File: src/rtl/spiBufPkg.sv
package spiBufPkg;

  typedef enum logic [1:0] {
    LEN_8   = 2'd0,
    LEN_16  = 2'd1,
    LEN_32  = 2'd2,
    LEN_32B = 2'd3
  } wordLen_e;

  // Strobes from control to datapath, all single-cycle.
  typedef struct packed {
    logic take;    // capture a software write into the holding register
    logic load;    // move holding register into the shifter
    logic emit;    // present the next transmit bit on the output
    logic sample;  // shift one received bit in
    logic commit;  // copy the received word into the receive buffer
    logic clear;   // block disabled: wipe everything
  } spiStrobe_t;

  function automatic int unsigned bitsFor(input logic [1:0] sel);
    case (wordLen_e'(sel))
      LEN_8:   return 8;
      LEN_16:  return 16;
      default: return 32;
    endcase
  endfunction

endpackage

File: src/rtl/spiBufCtrl.sv
module spiBufCtrl
  import spiBufPkg::*;
#(
  parameter int BRG_W  = 9,
  parameter int WORD_W = 32
) (
  input  logic             clk,
  input  logic             rstN,
  input  logic             enable,
  input  logic             edgeSel,
  input  logic [1:0]       wordSel,
  input  logic [BRG_W-1:0] divisor,
  input  logic             wrEn,
  input  logic             rdEn,
  input  logic             clrOvf,
  input  logic             clrIrq,
  output spiStrobe_t       strobe,
  output logic             sckActive,
  output logic             busy,
  output logic             holdFull,
  output logic             rxFull,
  output logic             rxOverflow,
  output logic             doneIrq
);

  localparam int CNT_W = $clog2(WORD_W) + 1;

  logic [BRG_W-1:0] divCnt;
  logic [CNT_W-1:0] bitsLeft;
  logic             halfTick;
  logic             leadEdge;
  logic             trailEdge;
  logic             lastTrail;
  logic             loadNow;
  logic             takeWr;
  logic             acceptRx;
  logic             lostRx;

  always_comb begin
    halfTick  = busy && (divCnt == divisor);
    leadEdge  = halfTick && !sckActive;
    trailEdge = halfTick && sckActive;
    lastTrail = trailEdge && (bitsLeft == CNT_W'(1));
    loadNow   = enable && holdFull && (!busy || lastTrail);
    takeWr    = enable && wrEn && !holdFull;
    acceptRx  = enable && lastTrail && (!rxFull || rdEn);
    lostRx    = enable && lastTrail && rxFull && !rdEn;
  end

  always_comb begin
    strobe.take   = takeWr;
    strobe.load   = loadNow;
    strobe.sample = enable && (edgeSel ? leadEdge : trailEdge);
    if (edgeSel)
      strobe.emit = enable && (loadNow || (trailEdge && !lastTrail));
    else
      strobe.emit = enable && leadEdge;
    strobe.commit = acceptRx;
    strobe.clear  = !enable;
  end

  always_ff @(posedge clk or negedge rstN) begin
    if (!rstN) begin
      busy       <= 1'b0;
      divCnt     <= '0;
      bitsLeft   <= '0;
      sckActive  <= 1'b0;
      holdFull   <= 1'b0;
      rxFull     <= 1'b0;
      rxOverflow <= 1'b0;
      doneIrq    <= 1'b0;
    end else if (!enable) begin
      busy       <= 1'b0;
      divCnt     <= '0;
      bitsLeft   <= '0;
      sckActive  <= 1'b0;
      holdFull   <= 1'b0;
      rxFull     <= 1'b0;
      rxOverflow <= 1'b0;
      doneIrq    <= 1'b0;
    end else begin
      // divider restarts on every half period and on every load
      if (!busy || halfTick || loadNow) divCnt <= '0;
      else                              divCnt <= divCnt + BRG_W'(1);

      if (halfTick) sckActive <= !sckActive;

      if (loadNow)        busy <= 1'b1;
      else if (lastTrail) busy <= 1'b0;

      if (loadNow)        bitsLeft <= CNT_W'(bitsFor(wordSel));
      else if (trailEdge) bitsLeft <= bitsLeft - CNT_W'(1);

      if (loadNow)     holdFull <= 1'b0;
      else if (takeWr) holdFull <= 1'b1;

      if (acceptRx)  rxFull <= 1'b1;
      else if (rdEn) rxFull <= 1'b0;

      if (lostRx)      rxOverflow <= 1'b1;
      else if (clrOvf) rxOverflow <= 1'b0;

      if (lastTrail)   doneIrq <= 1'b1;
      else if (clrIrq) doneIrq <= 1'b0;
    end
  end

endmodule

File: src/rtl/spiBufData.sv
module spiBufData
  import spiBufPkg::*;
#(
  parameter int WORD_W = 32
) (
  input  logic              clk,
  input  logic              rstN,
  input  spiStrobe_t        strobe,
  input  logic [1:0]        wordSel,
  input  logic [WORD_W-1:0] wrData,
  input  logic              sdi,
  output logic              sdo,
  output logic [WORD_W-1:0] rdData
);

  localparam int MSB = WORD_W - 1;

  logic [WORD_W-1:0] txHold;
  logic [WORD_W-1:0] txShift;
  logic [WORD_W-1:0] rxShift;
  logic [WORD_W-1:0] rxBuf;
  logic [WORD_W-1:0] aligned;
  logic [WORD_W-1:0] rxFinal;
  logic              outBit;

  // Left-align the held word so the outgoing bit is always at the top.
  always_comb begin
    aligned = txHold << (WORD_W - int'(bitsFor(wordSel)));
    rxFinal = strobe.sample ? {rxShift[MSB-1:0], sdi} : rxShift;
  end

  always_ff @(posedge clk or negedge rstN) begin
    if (!rstN) begin
      txHold  <= '0;
      txShift <= '0;
      rxShift <= '0;
      rxBuf   <= '0;
      outBit  <= 1'b0;
    end else if (strobe.clear) begin
      txHold  <= '0;
      txShift <= '0;
      rxShift <= '0;
      rxBuf   <= '0;
      outBit  <= 1'b0;
    end else begin
      if (strobe.take) txHold <= wrData;

      if (strobe.load) begin
        if (strobe.emit) begin
          outBit  <= aligned[MSB];
          txShift <= aligned << 1;
        end else begin
          txShift <= aligned;
        end
      end else if (strobe.emit) begin
        outBit  <= txShift[MSB];
        txShift <= txShift << 1;
      end

      if (strobe.load)        rxShift <= '0;
      else if (strobe.sample) rxShift <= rxFinal;

      if (strobe.commit) rxBuf <= rxFinal;
    end
  end

  assign sdo    = outBit;
  assign rdData = rxBuf;

endmodule

File: src/rtl/spiBufMaster.sv
module spiBufMaster
  import spiBufPkg::*;
#(
  parameter int BRG_W  = 9,
  parameter int WORD_W = 32
) (
  input  logic              clk,
  input  logic              rstN,
  input  logic              enable,
  input  logic              cpol,
  input  logic              edgeSel,
  input  logic [1:0]        wordSel,
  input  logic [BRG_W-1:0]  divisor,
  input  logic              wrEn,
  input  logic [WORD_W-1:0] wrData,
  input  logic              rdEn,
  output logic [WORD_W-1:0] rdData,
  input  logic              clrOvf,
  input  logic              clrIrq,
  output logic              sck,
  output logic              sdo,
  input  logic              sdi,
  output logic              txEmpty,
  output logic              txFull,
  output logic              rxFull,
  output logic              rxOverflow,
  output logic              doneIrq
);

  spiStrobe_t strobe;
  logic       sckActive;
  logic       shiftBusy;
  logic       holdFull;

  spiBufCtrl #(.BRG_W(BRG_W), .WORD_W(WORD_W)) u_ctrl (
    .clk        (clk),
    .rstN       (rstN),
    .enable     (enable),
    .edgeSel    (edgeSel),
    .wordSel    (wordSel),
    .divisor    (divisor),
    .wrEn       (wrEn),
    .rdEn       (rdEn),
    .clrOvf     (clrOvf),
    .clrIrq     (clrIrq),
    .strobe     (strobe),
    .sckActive  (sckActive),
    .busy       (shiftBusy),
    .holdFull   (holdFull),
    .rxFull     (rxFull),
    .rxOverflow (rxOverflow),
    .doneIrq    (doneIrq)
  );

  spiBufData #(.WORD_W(WORD_W)) u_data (
    .clk     (clk),
    .rstN    (rstN),
    .strobe  (strobe),
    .wordSel (wordSel),
    .wrData  (wrData),
    .sdi     (sdi),
    .sdo     (sdo),
    .rdData  (rdData)
  );

  assign sck     = sckActive ^ cpol;
  assign txEmpty = !holdFull;
  assign txFull  = holdFull;

endmodule

File: config.mk
export PLATFORM = sky130hd
export DESIGN_NAME = spiBufMaster
export DESIGN_NICKNAME = d
export VERILOG_FILES = /design/src/rtl/spiBufPkg.sv /design/src/rtl/spiBufCtrl.sv /design/src/rtl/spiBufData.sv /design/src/rtl/spiBufMaster.sv
export SDC_FILE = /design/constraint.sdc
export NUM_CORES = 1
export LEC_CHECK = 0
export BUFFER_PORTS_ARGS = -buffer_cell sky130_fd_sc_hd__buf_2
export CORE_MARGIN = 2
export CORE_UTILIZATION = 50
export DETAILED_ROUTE_END_ITERATION = 6
export PLACE_DENSITY = 0.7
export SETUP_SLACK_MARGIN = 0.3
export SYNTH_ARGS = -nofsm -noshare
export SYNTH_HDL_FRONTEND = slang
export SYNTH_SLANG_ARGS = --single-unit
File: constraint.sdc
create_clock -name clk -period 2.5 [get_ports clk]
set_input_delay 0.5 -clock clk [delete_from_list [all_inputs] [get_ports clk]]
set_output_delay 0.5 -clock clk [all_outputs]
set_load 0.02 [all_outputs]
Word level (Yosys, flattened, before mapping)
Cells that the tools add are included.

operators by class
  add/sub/neg operators = 3
  equal/unequal tests = 15
  shift operators = 1
  muxes and demuxes = 41
  bitwise operators = 1
  reduce and logical (&&, ||, !) cells = 28

operators by type and width
  operator             count
  $mux 32              12
  $shl 32x32->32       1
  $ne 3x1->1 const B   8
  $mux 1               23
  $mux 6               3
  $mux 9               2
  $logic_and 1x1->1    16
  $pmux 6 s2           1
  $add 9x1->9 const B  1
  $eq 9x9->1           1
  $ne 2x1->1 const B   4
  $sub 6x6->7 const A  1
  $eq 6x1->1 const B   1
  $logic_not 1->1      6
  $sub 6x1->6 const B  1
  $logic_or 1x1->1     5
  $eq 2x1->1 const B   1
  $logic_not 2->1      1
  $xor 1x1->1          1

word-level totals
  flip-flop bits (word level) = 150
  input bits = 53
  output and inout port bits = 39
  word-level logic and storage cells = 102

Longest topological paths before layout
Gate-level depths: netlist (run 1).

  depth after elaboration = 12
  mapped depth = 13
  mapped depth without buffers = 8

Modules after synthesis
A second synthesis (run 1) with hierarchy kept.

unflattened totals
  cell total of the unflattened synthesis = 694
  area total of the unflattened synthesis = 7,387.1 um2

by module, submodules not included
  module        times used  cells an instance  area each (um2)
  spiBufData    1           552                6,113.4
  spiBufCtrl    1           140                1,261.2
  spiBufMaster  1           2                  12.5

Worst setup path before layout (run 1)
No wires, ideal clock.

  path kind = input -> register
  start point = input wordSel[1]
  end point = register u_data.txShift[22]
  arrival time = 2.964 ns
  data required time = 2.406 ns
  path slack = -0.558 ns
  cell stages on the path = 12
  cells stage by stage = nor2_1 -> inv_2 -> buf_2 -> clkbuf_1 -> ha_1 -> clkbuf_1 -> clkbuf_1 -> clkbuf_1 -> nand3_1 -> o211ai_1 -> mux2i_1 -> a211oi_1

between the ends
  cells in the longest elaborated chain, start to end = 7

ends and longest elaborated chain
  item                                                  RTL line            text
  start: declaration                                    spiBufMaster.sv:12  input logic [1:0] wordSel,
  $eq 2x1->1 / $logic_not 2->1 (equally long branches)  spiBufPkg.sv:21     case (wordLen_e'(sel))
  $pmux 6 s2 (*)                                        spiBufPkg.sv:21
  $sub 6x6->7 (*)                                       spiBufData.sv:28    aligned = txHold << (WORD_W - int'(bitsFor(wordSel)));
  $shl 32x32->32 (*)                                    spiBufData.sv:28
  $mux 32 (*)                                           spiBufData.sv:49    if (strobe.emit) begin
  $mux 32 (*)                                           spiBufData.sv:48    if (strobe.load) begin
  $mux 32 (*)                                           spiBufData.sv:39    end else if (strobe.clear) begin
  end signal: assignment                                spiBufData.sv:51    txShift <= aligned << 1;
  end signal: assignment                                spiBufData.sv:53    txShift <= aligned;
  end signal: assignment                                spiBufData.sv:57    txShift <= txShift << 1;
  end: declaration                                      spiBufData.sv:19    logic [WORD_W-1:0] txShift;

Every way passes the cells marked *; elsewhere a longest branch is shown, timed or not.
A chain may end at the register's enable or synchronous reset.

Worst setup path in the final report (run 1)
  start point = register u_ctrl.bitsLeft[3]
  end point = register u_data.txShift[13]

between the ends
  cells in the longest elaborated chain, start to end = 10

ends and longest elaborated chain
  item                                                        RTL line                            text
  start: declaration                                          spiBufCtrl.sv:29                    logic [CNT_W-1:0] bitsLeft;
  start signal: assignment                                    spiBufCtrl.sv:91                    if (loadNow) bitsLeft <= CNT_W'(bitsFor(wordSel));
  start signal: assignment                                    spiBufCtrl.sv:92                    else if (trailEdge) bitsLeft <= bitsLeft - CNT_W'(1);
  $eq 6x1->1 (*)                                              spiBufCtrl.sv:43                    lastTrail = trailEdge && (bitsLeft == CNT_W'(1));
  $logic_and 1x1->1 (*)                                       spiBufCtrl.sv:43
  $logic_or 1x1->1 / $logic_not 1->1 (equally long branches)  spiBufCtrl.sv:44, spiBufCtrl.sv:55
  $logic_and 1x1->1, on equally long branches                 spiBufCtrl.sv:44, spiBufCtrl.sv:55
  $logic_or 1x1->1                                            spiBufCtrl.sv:55                    strobe.emit = enable && (loadNow || (trailEdge && !lastTrail));
  $logic_and 1x1->1                                           spiBufCtrl.sv:55
  $mux 1                                                      spiBufCtrl.sv:54                    if (edgeSel)
  $mux 32                                                     spiBufData.sv:49
  $mux 32                                                     spiBufData.sv:48
  $mux 32                                                     spiBufData.sv:39

Marks and branches as above.

==> impl_results.html, run 1 <==
<table>
<tr><th>Metric</th><th>Value</th></tr>
<tr><th colspan="2">Worst setup path</th></tr>
<tr><td>Crit Path Class</td><td>reg -&gt; reg</td></tr>
<tr><td>Critical path launch point type</td><td>register</td></tr>
<tr><td>Top Family by Delay on Critical Path</td><td>simple AND/OR/NAND/NOR gates</td></tr>
<tr><td>Worst path slowest cell</td><td>sky130_fd_sc_hd__or3_4</td></tr>
<tr><td>Data required time of the worst path</td><td>2.83 ns</td></tr>
<tr><td>CP most frequent cell</td><td>sky130_fd_sc_hd__buf_12</td></tr>
<tr><td>Crit path capture type</td><td>register</td></tr>
<tr><td>Max stage delay on crit path</td><td>0.45 ns</td></tr>
<tr><td>Crit path cell chain</td><td>or3_4 &gt; o211ai_4 &gt; and2_4 &gt; o21ai_4 &gt; buf_12 &gt; buf_12 &gt; or3_1 &gt; a221oi_2</td></tr>
<tr><td>Data arrival time at the worst-slack endpoint</td><td>2.65 ns</td></tr>
<tr><td>Critical path buffer and inverter count</td><td>2</td></tr>
<tr><td>Crit path max fanout</td><td>9</td></tr>
<tr><td>Register-to-Register Setup Slack</td><td>0.19 ns</td></tr>
<tr><th colspan="2">Logic synthesis</th></tr>
<tr><td>Synthesis-stage register bit count</td><td>150</td></tr>
<tr><td>Count of flip-flops with a built-in enable after synthesis</td><td>0</td></tr>
<tr><td>Top cells by area, synth</td><td>sky130_fd_sc_hd__dfrtp_1 (49%), sky130_fd_sc_hd__mux2i_1 (15%), sky130_fd_sc_hd__nand2_1 (5.4%)</td></tr>
<tr><td>Post-synthesis sequential area ratio</td><td>0.4873</td></tr>
<tr><td>Distinct cell type count after synthesis</td><td>59</td></tr>
<tr><td>Predominant post-synthesis flop cell</td><td>sky130_fd_sc_hd__dfrtp_1</td></tr>
<tr><td>Top-area cell type share of the netlist area</td><td>0.4873</td></tr>
<tr><td>Yosys Warn Count</td><td>0</td></tr>
<tr><td>Synthesized cell area</td><td>0.007702 mm2</td></tr>
<tr><td>Post-synth ARST share</td><td>1.000</td></tr>
<tr><td>Post-Synthesis Net Count</td><td>834</td></tr>
<tr><td>Number of instances in the synthesized netlist</td><td>777</td></tr>
<tr><td>Dominant cell type by area after synthesis</td><td>sky130_fd_sc_hd__dfrtp_1</td></tr>
<tr><td>Mean area per synthesized cell</td><td>9.913 um2</td></tr>
<tr><th colspan="2">Placed design</th></tr>
<tr><td>Cell area reported after detailed placement</td><td>0.008546 mm2</td></tr>
<tr><td>Post-DP HPWL</td><td>12860 um</td></tr>
<tr><td>Number of port buffers</td><td>91</td></tr>
<tr><td>DP Cell Count</td><td>1034</td></tr>
<tr><td>Placer's final routability congestion estimate</td><td>0.8675</td></tr>
<tr><td>Placement-stage worst setup slack</td><td>0.08479 ns</td></tr>
<tr><th colspan="2">STA</th></tr>
<tr><td>Min Hold Slack</td><td>0.04936 ns</td></tr>
<tr><td>Unrepaired setup endpoints after global routing</td><td>yes</td></tr>
<tr><td>Slew Viols, Final</td><td>0</td></tr>
<tr><td>Highest Clock Rate</td><td>0.4321 GHz</td></tr>
<tr><td>Transition time at the pin with the least slew margin</td><td>0.6256 ns</td></tr>
<tr><td>Final Hold Viols</td><td>0</td></tr>
<tr><td>Relative slew slack</td><td>0.5829</td></tr>
<tr><td>Maximum clock skew at final layout</td><td>0.008520 ns</td></tr>
<tr><td>Summed negative setup slack over all endpoints</td><td>0 ns</td></tr>
<tr><td>Final min period</td><td>2.314 ns</td></tr>
<tr><td># setup viols final</td><td>0</td></tr>
<tr><td>Setup WS post-layout</td><td>0.1857 ns</td></tr>
<tr><td>Fin crit share</td><td>0.9257</td></tr>
<tr><th colspan="2">Route</th></tr>
<tr><td>Vias per std cell</td><td>5.855</td></tr>
<tr><td>Total vias in the final route</td><td>6394</td></tr>
<tr><td>Starting DRT DRC Count</td><td>551</td></tr>
<tr><td>First-pass detailed-route iteration total</td><td>5</td></tr>
<tr><td>Post-DR wirelength/cell</td><td>18.63 um</td></tr>
<tr><td>Antenna Nets Post-Route</td><td>0</td></tr>
<tr><td>DRC violations left</td><td>0</td></tr>
<tr><td>Total wire length</td><td>20350 um</td></tr>
<tr><th colspan="2">Floorplan</th></tr>
<tr><td>Top-level port count</td><td>92</td></tr>
<tr><td>Vertical die dimension</td><td>128.1 um</td></tr>
<tr><td>DIE AREA</td><td>0.01641 mm2</td></tr>
<tr><td>Floorplan row count</td><td>45</td></tr>
<tr><td>Area of the core region</td><td>0.01515 mm2</td></tr>
<tr><td>Initial cell density of the core</td><td>0.5086</td></tr>
<tr><td>Die Width</td><td>128.1 um</td></tr>
<tr><th colspan="2">GRT</th></tr>
<tr><td>Initial antenna violation count</td><td>0</td></tr>
<tr><td>First-pass GRT wire length</td><td>31410 um</td></tr>
<tr><td>Largest net degree at the start of global routing</td><td>63</td></tr>
<tr><td>Number of global-route vias before repair</td><td>6201</td></tr>
<tr><td>Total global-route track usage</td><td>0.2423</td></tr>
<tr><td>Gr ovfl total</td><td>0</td></tr>
<tr><th colspan="2">Layout</th></tr>
<tr><td>Layout area overhead</td><td>25.54%</td></tr>
<tr><td>Area used by sequential logic in the layout</td><td>0.003756 mm2</td></tr>
<tr><td>Total inserted antenna cells</td><td>0</td></tr>
<tr><td>Post-route insts no fill</td><td>1092</td></tr>
<tr><td>Final instance area</td><td>0.009669 mm2</td></tr>
<tr><td>Layout filler cell count</td><td>1188</td></tr>
<tr><td>Fraction of final layout cells sized beyond drive strength 1</td><td>0.2788</td></tr>
<tr><td>Final net count</td><td>948</td></tr>
<tr><td>Combined area of the multi-input logic cells</td><td>0.003950 mm2</td></tr>
<tr><th colspan="2">Power</th></tr>
<tr><td>P per Cell Area</td><td>570.4 mW/mm2</td></tr>
<tr><td>Static Leakage</td><td>4.614 nW</td></tr>
<tr><td>Max rail drop VDD</td><td>0.5298 mV</td></tr>
<tr><th colspan="2">Worst hold path</th></tr>
<tr><td>Hold Crit Class</td><td>in -&gt; async</td></tr>
<tr><th colspan="2">Clock network</th></tr>
<tr><td>Clock sinks</td><td>150</td></tr>
<tr><td>TritonCTS clock tree</td><td>built</td></tr>
<tr><td>Post-CTS Hold Buffers</td><td>0</td></tr>
<tr><td>Number of levels in the clock H-tree</td><td>4</td></tr>
<tr><td>Clock buffer count from CTS</td><td>17</td></tr>
<tr><td>Clock slew seen by the registers of the worst setup and hold paths</td><td>0.06 ns</td></tr>
<tr><td>Clock Root Buffer</td><td>sky130_fd_sc_hd__clkbuf_16</td></tr>
<tr><td>Maximum number of buffers from clock root to sink</td><td>2</td></tr>
<tr><td>Clock insertion delay at the later pin of the skew report</td><td>0.43 ns</td></tr>
<tr><th colspan="2">Run status</th></tr>
<tr><td>Status</td><td>completed</td></tr>
<tr><th colspan="2">Job</th></tr>
<tr><td>Max-cap violation count</td><td>0</td></tr>
</table>
## cells in the mapped netlist (12+ instances only)
cell / number
sky130_fd_sc_hd__nor2_1: 70
sky130_fd_sc_hd__mux2i_1: 119
sky130_fd_sc_hd__clkbuf_1: 31
sky130_fd_sc_hd__nand2_1: 111
sky130_fd_sc_hd__nor3_1: 12
sky130_fd_sc_hd__buf_2: 14
sky130_fd_sc_hd__dfrtp_1: 150
sky130_fd_sc_hd__a21oi_1: 70
sky130_fd_sc_hd__xor2_1: 18
sky130_fd_sc_hd__o22ai_1: 13
sky130_fd_sc_hd__o21ai_0: 20
sky130_fd_sc_hd__nand3_1: 19
## layer usage
metal | global-route usage | wire length (um)
met1 | 0.3380 | 8934
met4 | 0.06723 | 275
met2 | 0.3869 | 9897
met3 | 0.05008 | 1241
met5 | 0 | 0
## metrics by stage
stage / power [W] / util
after global routing: 0.005722 / 0.6384
after detailed placement: 0.003127 / 0.5642
after floorplan: 0.002913 / -
after global placement: 0.003111 / 0.5642
final: 0.005516 / 0.6384
after CTS: 0.005491 / 0.6102
## flip-flops by register name, indices dropped and copies added (netlist names)
register           count
u_ctrl.rxOverflow      1
u_data.rdData         32
u_ctrl.divCnt          9
u_ctrl.doneIrq         1
u_ctrl.bitsLeft        6
u_ctrl.sckActive       1
u_data.rxShift        32
u_ctrl.holdFull        1
u_ctrl.rxFull          1
u_data.txHold         32
u_data.sdo             1
u_data.txShift        32
u_ctrl.busy            1
## layout make-up
type,count,share of cell area
repair buffers,151,0.1190
clock buffers,20,0.04620
flip-flops and latches,150,0.3885
well taps,188,0.02433
clock inverters,12,0.009705
multi-input cells,562,0.4085
inverters,9,0.003753
## where the power goes
part / switching (W) / internal [W] / total, W
Combinational: 0.000380 / 0.000243 / 0.000623
Clock: 0.00105 / 0.00131 / 0.00236
Sequential: 0.0000532 / 0.00248 / 0.00253
## worst paths after layout
kind,start,to,depth (start not counted)
worst max-delay path,u_ctrl.bitsLeft[3],u_data.txShift[13],8
worst min-delay path,rstN,u_data.txShift[17],1
worst max register to register,u_ctrl.bitsLeft[3],u_data.txShift[13],8
worst min register to register,u_ctrl.divCnt[0],u_ctrl.divCnt[0],1
max in group asynchronous,rstN,u_data.txShift[0],2
min in group clk,wrData[9],u_data.txHold[9],3
## logic make-up after synthesis
logic type	after synthesis	synth area share
buffers and inverters	65	0.03785
muxes	126	0.1654
AOI/OAI and AO/OA	145	0.1168
DFF	150	0.4873
adders and majority gates	4	0.006498
xor gates and xnor gates	23	0.02615
and+or+nand+nor	264	0.1600
## what timing repair did
action,in CTS,in global routing
pin swaps,4,15
setup endpoints to repair,73,92
gates cloned,1,5
hold endpoints to repair,0,0
gates resized for setup,16,39
setup buffers,7,13
## placed cells by master (no fill, tap or decap), drive strengths merged, types with 9 or more instances in the layout
cell type	count
nor3	14
o21ai	22
mux2i	119
buf	147
o22ai	13
dfrtp	150
nand2b	9
a21oi	71
or3	10
nand3	20
nand2	112
clkbuf	24
nor2	70
xor2	18
inv	14
Note: power is estimated with default switching activity, not from simulation.
==> run 2: changes to the inputs <==
CORE_ASPECT_RATIO = 0.5   (was default)
==> run 2 against run 1 <==
Clock-buffer cell count down 3. Routed wire length decreased by 0.18%. Register-to-register slack gained 0.02 ns. Cell count is 1.7% higher. Setup slack better by 0.016 ns. Largest cell class unchanged.
==> impl_results.html, run 2 (same netlist as run 1, synthesis figures left out) <==
<table>
<tr><th>Metric</th><th>Value</th></tr>
<tr><th colspan="2">Floorplan</th></tr>
<tr><td>Floorplan row count</td><td>32</td></tr>
<tr><td>Vertical die dimension</td><td>91.77 um</td></tr>
<tr><td>Die Width</td><td>179.5 um</td></tr>
<tr><td>DIE AREA</td><td>0.01647 mm2</td></tr>
<tr><td>Top-level port count</td><td>92</td></tr>
<tr><td>Initial cell density of the core</td><td>0.5062</td></tr>
<tr><td>Area of the core region</td><td>0.01521 mm2</td></tr>
<tr><th colspan="2">Worst setup path</th></tr>
<tr><td>Crit path capture type</td><td>register</td></tr>
<tr><td>Data arrival time at the worst-slack endpoint</td><td>2.58 ns</td></tr>
<tr><td>Register-to-Register Setup Slack</td><td>0.20 ns</td></tr>
<tr><td>Critical path launch point type</td><td>register</td></tr>
<tr><td>Crit Path Class</td><td>reg -&gt; reg</td></tr>
<tr><td>Data required time of the worst path</td><td>2.79 ns</td></tr>
<tr><td>Crit path cell chain</td><td>xor2_2 &gt; nor4_4 &gt; buf_4 &gt; nand3_4 &gt; o21ai_4 &gt; buf_4 &gt; buf_16 &gt; mux2i_1 &gt; o32ai_2</td></tr>
<tr><td>Max stage delay on crit path</td><td>0.42 ns</td></tr>
<tr><td>Crit path max fanout</td><td>7</td></tr>
<tr><td>CP most frequent cell</td><td>sky130_fd_sc_hd__buf_4</td></tr>
<tr><td>Worst path slowest cell</td><td>sky130_fd_sc_hd__dfrtp_1</td></tr>
<tr><th colspan="2">GRT</th></tr>
<tr><td>Initial antenna violation count</td><td>0</td></tr>
<tr><td>Largest net degree at the start of global routing</td><td>63</td></tr>
<tr><td>Most Crowded Layer GR</td><td>met2</td></tr>
<tr><td>Met2 demand-to-capacity share in global routing</td><td>0.3914</td></tr>
<tr><td>Met3 track utilization from global routing</td><td>0.04130</td></tr>
<tr><td>Number of global-route vias before repair</td><td>6286</td></tr>
<tr><td>Global-route track usage on met1</td><td>0.3263</td></tr>
<tr><td>Total global-route track usage</td><td>0.2371</td></tr>
<tr><td>First-pass GRT wire length</td><td>31620 um</td></tr>
<tr><td>Gr ovfl total</td><td>0</td></tr>
<tr><th colspan="2">Route</th></tr>
<tr><td>Vias per std cell</td><td>5.798</td></tr>
<tr><td>First-pass detailed-route iteration total</td><td>5</td></tr>
<tr><td>Antenna Nets Post-Route</td><td>0</td></tr>
<tr><td>Total wire length</td><td>20310 um</td></tr>
<tr><td>Total vias in the final route</td><td>6442</td></tr>
<tr><td>Post-DR wirelength/cell</td><td>18.28 um</td></tr>
<tr><td>DRC violations left</td><td>0</td></tr>
<tr><td>Starting DRT DRC Count</td><td>630</td></tr>
<tr><th colspan="2">STA</th></tr>
<tr><td>Summed negative setup slack over all endpoints</td><td>0 ns</td></tr>
<tr><td>Highest Clock Rate</td><td>0.4351 GHz</td></tr>
<tr><td>Unrepaired setup endpoints after global routing</td><td>yes</td></tr>
<tr><td>Relative slew slack</td><td>0.5871</td></tr>
<tr><td># setup viols final</td><td>0</td></tr>
<tr><td>Fin crit share</td><td>0.9193</td></tr>
<tr><td>Maximum clock skew at final layout</td><td>0.01378 ns</td></tr>
<tr><td>Transition time at the pin with the least slew margin</td><td>0.6194 ns</td></tr>
<tr><td>Final min period</td><td>2.298 ns</td></tr>
<tr><td>Final Hold Viols</td><td>0</td></tr>
<tr><td>Slew Viols, Final</td><td>0</td></tr>
<tr><th colspan="2">Power</th></tr>
<tr><td>Total power</td><td>0.005925 W</td></tr>
<tr><td>Static Leakage</td><td>4.677 nW</td></tr>
<tr><td>P per Cell Area</td><td>604.0 mW/mm2</td></tr>
<tr><td>Max rail drop VDD</td><td>0.4973 mV</td></tr>
<tr><th colspan="2">Clock network</th></tr>
<tr><td>Clock Root Buffer</td><td>sky130_fd_sc_hd__clkbuf_16</td></tr>
<tr><td>Clock insertion delay at the later pin of the skew report</td><td>0.43 ns</td></tr>
<tr><td>Number of levels in the clock H-tree</td><td>4</td></tr>
<tr><td>Clock sinks</td><td>150</td></tr>
<tr><td>Clock slew seen by the registers of the worst setup and hold paths</td><td>0.07 ns</td></tr>
<tr><td>Clock buffer count from CTS</td><td>17</td></tr>
<tr><td>TritonCTS clock tree</td><td>built</td></tr>
<tr><td>Maximum number of buffers from clock root to sink</td><td>2</td></tr>
<tr><th colspan="2">Placed design</th></tr>
<tr><td>Number of port buffers</td><td>91</td></tr>
<tr><td>Post-DP HPWL</td><td>12510 um</td></tr>
<tr><td>Placer's final routability congestion estimate</td><td>0.8899</td></tr>
<tr><th colspan="2">Layout</th></tr>
<tr><td>Most common library cell in the layout ignoring fill and taps</td><td>sky130_fd_sc_hd__dfrtp_1</td></tr>
<tr><td>Final net count</td><td>951</td></tr>
<tr><td>Total inserted antenna cells</td><td>0</td></tr>
<tr><td>Commonest cells after routing, fill and taps aside</td><td>sky130_fd_sc_hd__dfrtp_1 (147), sky130_fd_sc_hd__mux2i_1 (111), sky130_fd_sc_hd__nand2_1 (109), sky130_fd_sc_hd__buf_2 (90), sky130_fd_sc_hd__nor2_1 (69)</td></tr>
<tr><td>Layout area overhead</td><td>27.36%</td></tr>
<tr><td>Fraction of final layout cells sized beyond drive strength 1</td><td>0.2767</td></tr>
<tr><th colspan="2">Worst hold path</th></tr>
<tr><td>Hold Crit Class</td><td>in -&gt; reg</td></tr>
<tr><th colspan="2">Job</th></tr>
<tr><td>Max-cap violation count</td><td>0</td></tr>
<tr><th colspan="2">Run status</th></tr>
<tr><td>Status</td><td>completed</td></tr>
</table>
-- run 2: changes by cell type in the layout (fill, tap and decap cells not counted), sizes merged --
cell and delta:
clkinvlp -1, dlygate4sd3 +1, clkbuf -3, o21ai +1
bufinv +3, clkinv -2, inv +3, buf +1
-- run 2: path summary, 6_finish.rpt --
kind	start	to	cells after the start
min in group asynchronous	rstN	u_data.txHold[2]	2
setup reg to reg	u_ctrl.divCnt[7]	u_data.txShift[8]	9
max in group asynchronous	rstN	u_ctrl.bitsLeft[0]	3
hold / removal	wrData[0]	u_data.txHold[0]	3
setup / recovery	u_ctrl.divCnt[7]	u_data.txShift[8]	9
hold reg to reg	u_data.txHold[25]	u_data.txHold[25]	2
-- run 2: final cells by class --
class,instances,area [um2]
fillers,1252,5405
multi-input cells,563,3949
flip-flops and latches,150,3757
repair buffers,153,1179
clock buffers,17,425.4
well taps,204,255.2
clock inverters,15,207.7
inverters,9,36.28
-- run 2: critical path: cells and delay by family, from the launching register on --
kind / cells / cell delay, ns
buffers and inverters: 3 / 0.48
flip-flops: 1 / 0.42
AND/OR/NAND/NOR: 2 / 0.42
AO/OA/AOI/OAI: 2 / 0.40
multiplexers: 1 / 0.25
XOR/XNOR: 1 / 0.18
-- run 2: layer usage --
metal | part of all wire | vias to the layer above
met5 | 0 | -
met2 | 0.47 | 272
met3 | 0.061 | 47
li1 | - | 2966
met4 | 0.015 | 0
met1 | 0.46 | 3157
-- run 2: per-stage QoR --
| stage | utilization | std cells | hold WS (ns) | instance area, um2 | setup WS [ns] |
|---|---|---|---|---|---|
| after floorplan | - | 777 | 0.2044 | 7809 | 0.1552 |
| after global placement | 0.5623 | 1047 | 0.3830 | 8556 | 0.1120 |
| after detailed placement | 0.5623 | 1047 | 0.3821 | 8556 | 0.07257 |
| after CTS | 0.6188 | 1095 | 0.2978 | 9414 | 0.2665 |
| after global routing | 0.6447 | 1111 | 0.3078 | 9809 | 0.1503 |
| final | 0.6447 | 1111 | 0.3023 | 9809 | 0.2018 |
-- run 2: what timing repair did --
action / 4_1_cts / 5_1_grt
endpoints found under the hold margin: 23 / 0
cloned: 3 / 4
hold buffers: 1 / 0
endpoints found under the setup margin: 76 / 60
resized for setup: 12 / 44
pin swaps: 8 / 28
buffers inserted: 12 / 12
-- run 2: report_power, final --
part / switching [W] / internal (W) / total [W]
clock: 0.00116 / 0.00162 / 0.00277
combinational: 0.000382 / 0.000235 / 0.000617
sequential: 0.0000546 / 0.00248 / 0.00253
==> run 3: changes to the inputs <==
clock period = 2.9 ns   (was 2.5 ns; I/O delays follow)
==> run 3 against run 2 <==
Routed wire length down 9.4%. Clock-buffer cell count unchanged. Critical path depth down 1. Largest power group unchanged. Clock skew down 0.0024 ns. Register-to-register slack better by 0.23 ns. Sequential share of layout area up 2.7 points. Die area unchanged. Clock power down 11%.
==> impl_results.html, run 3 (same netlist as run 1, synthesis figures left out) <==
<table>
<tr><th>Metric</th><th>Value</th></tr>
<tr><th colspan="2">Clock network</th></tr>
<tr><td>Maximum number of buffers from clock root to sink</td><td>2</td></tr>
<tr><td>Clock insertion delay at the later pin of the skew report</td><td>0.42 ns</td></tr>
<tr><td>TritonCTS clock tree</td><td>built</td></tr>
<tr><td>Clock sinks</td><td>150</td></tr>
<tr><td>Number of levels in the clock H-tree</td><td>4</td></tr>
<tr><td>Clock buffer count from CTS</td><td>17</td></tr>
<tr><td>Clock slew seen by the registers of the worst setup and hold paths</td><td>0.07 ns</td></tr>
<tr><td>Post-CTS Hold Buffers</td><td>0</td></tr>
<tr><td>Clock Root Buffer</td><td>sky130_fd_sc_hd__clkbuf_16</td></tr>
<tr><th colspan="2">Floorplan</th></tr>
<tr><td>Top-level port count</td><td>92</td></tr>
<tr><td>Vertical die dimension</td><td>91.77 um</td></tr>
<tr><td>Die Width</td><td>179.5 um</td></tr>
<tr><td>DIE AREA</td><td>0.01647 mm2</td></tr>
<tr><td>Area of the core region</td><td>0.01521 mm2</td></tr>
<tr><td>Floorplan row count</td><td>32</td></tr>
<tr><td>Initial cell density of the core</td><td>0.5062</td></tr>
<tr><th colspan="2">Layout</th></tr>
<tr><td>Most common library cell in the layout ignoring fill and taps</td><td>sky130_fd_sc_hd__dfrtp_1</td></tr>
<tr><td>Final instance area</td><td>0.009163 mm2</td></tr>
<tr><td>Layout filler cell count</td><td>1311</td></tr>
<tr><td>Layout area overhead</td><td>18.96%</td></tr>
<tr><td>Commonest cells after routing, fill and taps aside</td><td>sky130_fd_sc_hd__dfrtp_1 (150), sky130_fd_sc_hd__mux2i_1 (119), sky130_fd_sc_hd__nand2_1 (111), sky130_fd_sc_hd__buf_2 (90), sky130_fd_sc_hd__a21oi_1 (70)</td></tr>
<tr><td>Combined area of the multi-input logic cells</td><td>0.003711 mm2</td></tr>
<tr><td>Fraction of final layout cells sized beyond drive strength 1</td><td>0.2064</td></tr>
<tr><td>Total inserted antenna cells</td><td>0</td></tr>
<tr><td>Final net count</td><td>916</td></tr>
<tr><td>Post-route insts no fill</td><td>1076</td></tr>
<tr><td>Area used by sequential logic in the layout</td><td>0.003754 mm2</td></tr>
<tr><th colspan="2">Power</th></tr>
<tr><td>Max rail drop VDD</td><td>0.4016 mV</td></tr>
<tr><td>Static Leakage</td><td>4.479 nW</td></tr>
<tr><td>P per Cell Area</td><td>557.7 mW/mm2</td></tr>
<tr><th colspan="2">Placed design</th></tr>
<tr><td>Placer's final routability congestion estimate</td><td>0.8467</td></tr>
<tr><td>Post-DP HPWL</td><td>12200 um</td></tr>
<tr><td>Cell area reported after detailed placement</td><td>0.008432 mm2</td></tr>
<tr><td>DP Cell Count</td><td>1040</td></tr>
<tr><td>Number of port buffers</td><td>91</td></tr>
<tr><td>Placement-stage worst setup slack</td><td>0.1097 ns</td></tr>
<tr><th colspan="2">STA</th></tr>
<tr><td>Min Hold Slack</td><td>0.1382 ns</td></tr>
<tr><td>Relative slew slack</td><td>0.5679</td></tr>
<tr><td>Fin crit share</td><td>0.8514</td></tr>
<tr><td>Unrepaired setup endpoints after global routing</td><td>no</td></tr>
<tr><td>Final Hold Viols</td><td>0</td></tr>
<tr><td>Highest Clock Rate</td><td>0.4050 GHz</td></tr>
<tr><td># setup viols final</td><td>0</td></tr>
<tr><td>Final min period</td><td>2.469 ns</td></tr>
<tr><td>Maximum clock skew at final layout</td><td>0.01136 ns</td></tr>
<tr><td>Slew Viols, Final</td><td>0</td></tr>
<tr><td>Summed negative setup slack over all endpoints</td><td>0 ns</td></tr>
<tr><td>Transition time at the pin with the least slew margin</td><td>0.6481 ns</td></tr>
<tr><td>Setup WS post-layout</td><td>0.4308 ns</td></tr>
<tr><th colspan="2">Route</th></tr>
<tr><td>Starting DRT DRC Count</td><td>489</td></tr>
<tr><td>DRC violations left</td><td>0</td></tr>
<tr><td>Total wire length</td><td>18410 um</td></tr>
<tr><td>Vias per std cell</td><td>5.656</td></tr>
<tr><td>Antenna Nets Post-Route</td><td>0</td></tr>
<tr><td>Total vias in the final route</td><td>6086</td></tr>
<tr><td>Post-DR wirelength/cell</td><td>17.11 um</td></tr>
<tr><td>First-pass detailed-route iteration total</td><td>5</td></tr>
<tr><th colspan="2">GRT</th></tr>
<tr><td>Total global-route track usage</td><td>0.2295</td></tr>
<tr><td>Number of global-route vias before repair</td><td>6068</td></tr>
<tr><td>First-pass GRT wire length</td><td>30500 um</td></tr>
<tr><td>Gr ovfl total</td><td>0</td></tr>
<tr><td>Initial antenna violation count</td><td>0</td></tr>
<tr><td>Largest net degree at the start of global routing</td><td>65</td></tr>
<tr><th colspan="2">Worst setup path</th></tr>
<tr><td>Crit Path Class</td><td>reg -&gt; reg</td></tr>
<tr><td>Data arrival time at the worst-slack endpoint</td><td>2.79 ns</td></tr>
<tr><td>Critical path launch point type</td><td>register</td></tr>
<tr><td>Data required time of the worst path</td><td>3.22 ns</td></tr>
<tr><td>Crit path capture type</td><td>register</td></tr>
<tr><td>Crit path max fanout</td><td>13</td></tr>
<tr><th colspan="2">Run status</th></tr>
<tr><td>Status</td><td>completed</td></tr>
<tr><th colspan="2">Worst hold path</th></tr>
<tr><td>Hold Crit Class</td><td>in -&gt; async</td></tr>
<tr><th colspan="2">Job</th></tr>
<tr><td>Max-cap violation count</td><td>0</td></tr>
</table>
==> run 3: cell count changes in the layout (fill, tap and decap cells not counted), sizes merged <==
| cell | before | now |
|---|---|---|
| bufinv | 3 | 4 |
| o21ai | 23 | 22 |
| buf | 148 | 119 |
| inv | 17 | 16 |
| clkbuf | 21 | 17 |
| dlygate4sd3 | 1 | 0 |
==> run 3: metrics by stage <==
stage | util | total power [W]
floorplan | - | 0.002495
global placement | 0.5542 | 0.002670
detailed placement | 0.5542 | 0.002680
CTS | 0.5984 | 0.005137
global route | 0.6022 | 0.005296
finish | 0.6022 | 0.005110
==> run 3: final timing paths <==
check / startpoint / endpoint / slack (ns) / cells past startpoint
min: rstN / u_data.txHold[1] / 0.14 / 1
max reg2reg: u_ctrl.bitsLeft[2] / u_data.txShift[12] / 0.43 / 8
min reg2reg: u_data.rxShift[31] / u_data.rxShift[31] / 0.52 / 2
max: u_ctrl.bitsLeft[2] / u_data.txShift[12] / 0.43 / 8
min in group clk: wrData[9] / u_data.txHold[9] / 0.38 / 3
max in group asynchronous: rstN / u_data.txHold[5] / 1.98 / 2
==> run 3: worst max-delay path: stages (launching register included) <==
cell                       delay, ns
sky130_fd_sc_hd__dfrtp_1        0.44
sky130_fd_sc_hd__or3_4          0.46
sky130_fd_sc_hd__o211ai_2       0.24
sky130_fd_sc_hd__and2_4         0.23
sky130_fd_sc_hd__o21ai_4        0.07
sky130_fd_sc_hd__buf_12         0.15
sky130_fd_sc_hd__buf_4          0.18
sky130_fd_sc_hd__or3_1          0.37
sky130_fd_sc_hd__a221oi_2       0.23
==> run 3: layout make-up <==
class / instances / area share
clock inverter: 15 / 0.02581
tap: 204 / 0.02786
multi-input combinational: 562 / 0.4050
clock buffer: 17 / 0.04643
sequential: 150 / 0.4097
inverter: 9 / 0.003687
timing repair buffer: 119 / 0.08152
==> run 3: where the power goes <==
part           switching (W)  total (W)  leakage (nW)  internal [W]
Clock               0.000976    0.00246         0.316       0.00148
Combinational       0.000298   0.000470          2.09      0.000173
Sequential         0.0000422    0.00218          2.07       0.00214
Total                0.00132    0.00511          4.48       0.00379
==> run 3: layer usage <==
metal / up-vias / global-route usage / share of wire
li1: 2891 / - / -
met1: 2989 / 0.3230 / 0.48
met2: 186 / 0.3694 / 0.46
met3: 20 / 0.04210 / 0.047
met4: 0 / 0.05827 / 0.011
met5: - / 0 / 0
==> run 3: repair_timing <==
action                                  4_1_cts  5_1_grt
endpoints found under the setup margin       49       74
buffers inserted                              0        4
hold endpoints to repair                      0        0
gates cloned                                  0        0
gates resized for setup                       2        3
pin swaps                                     0        3
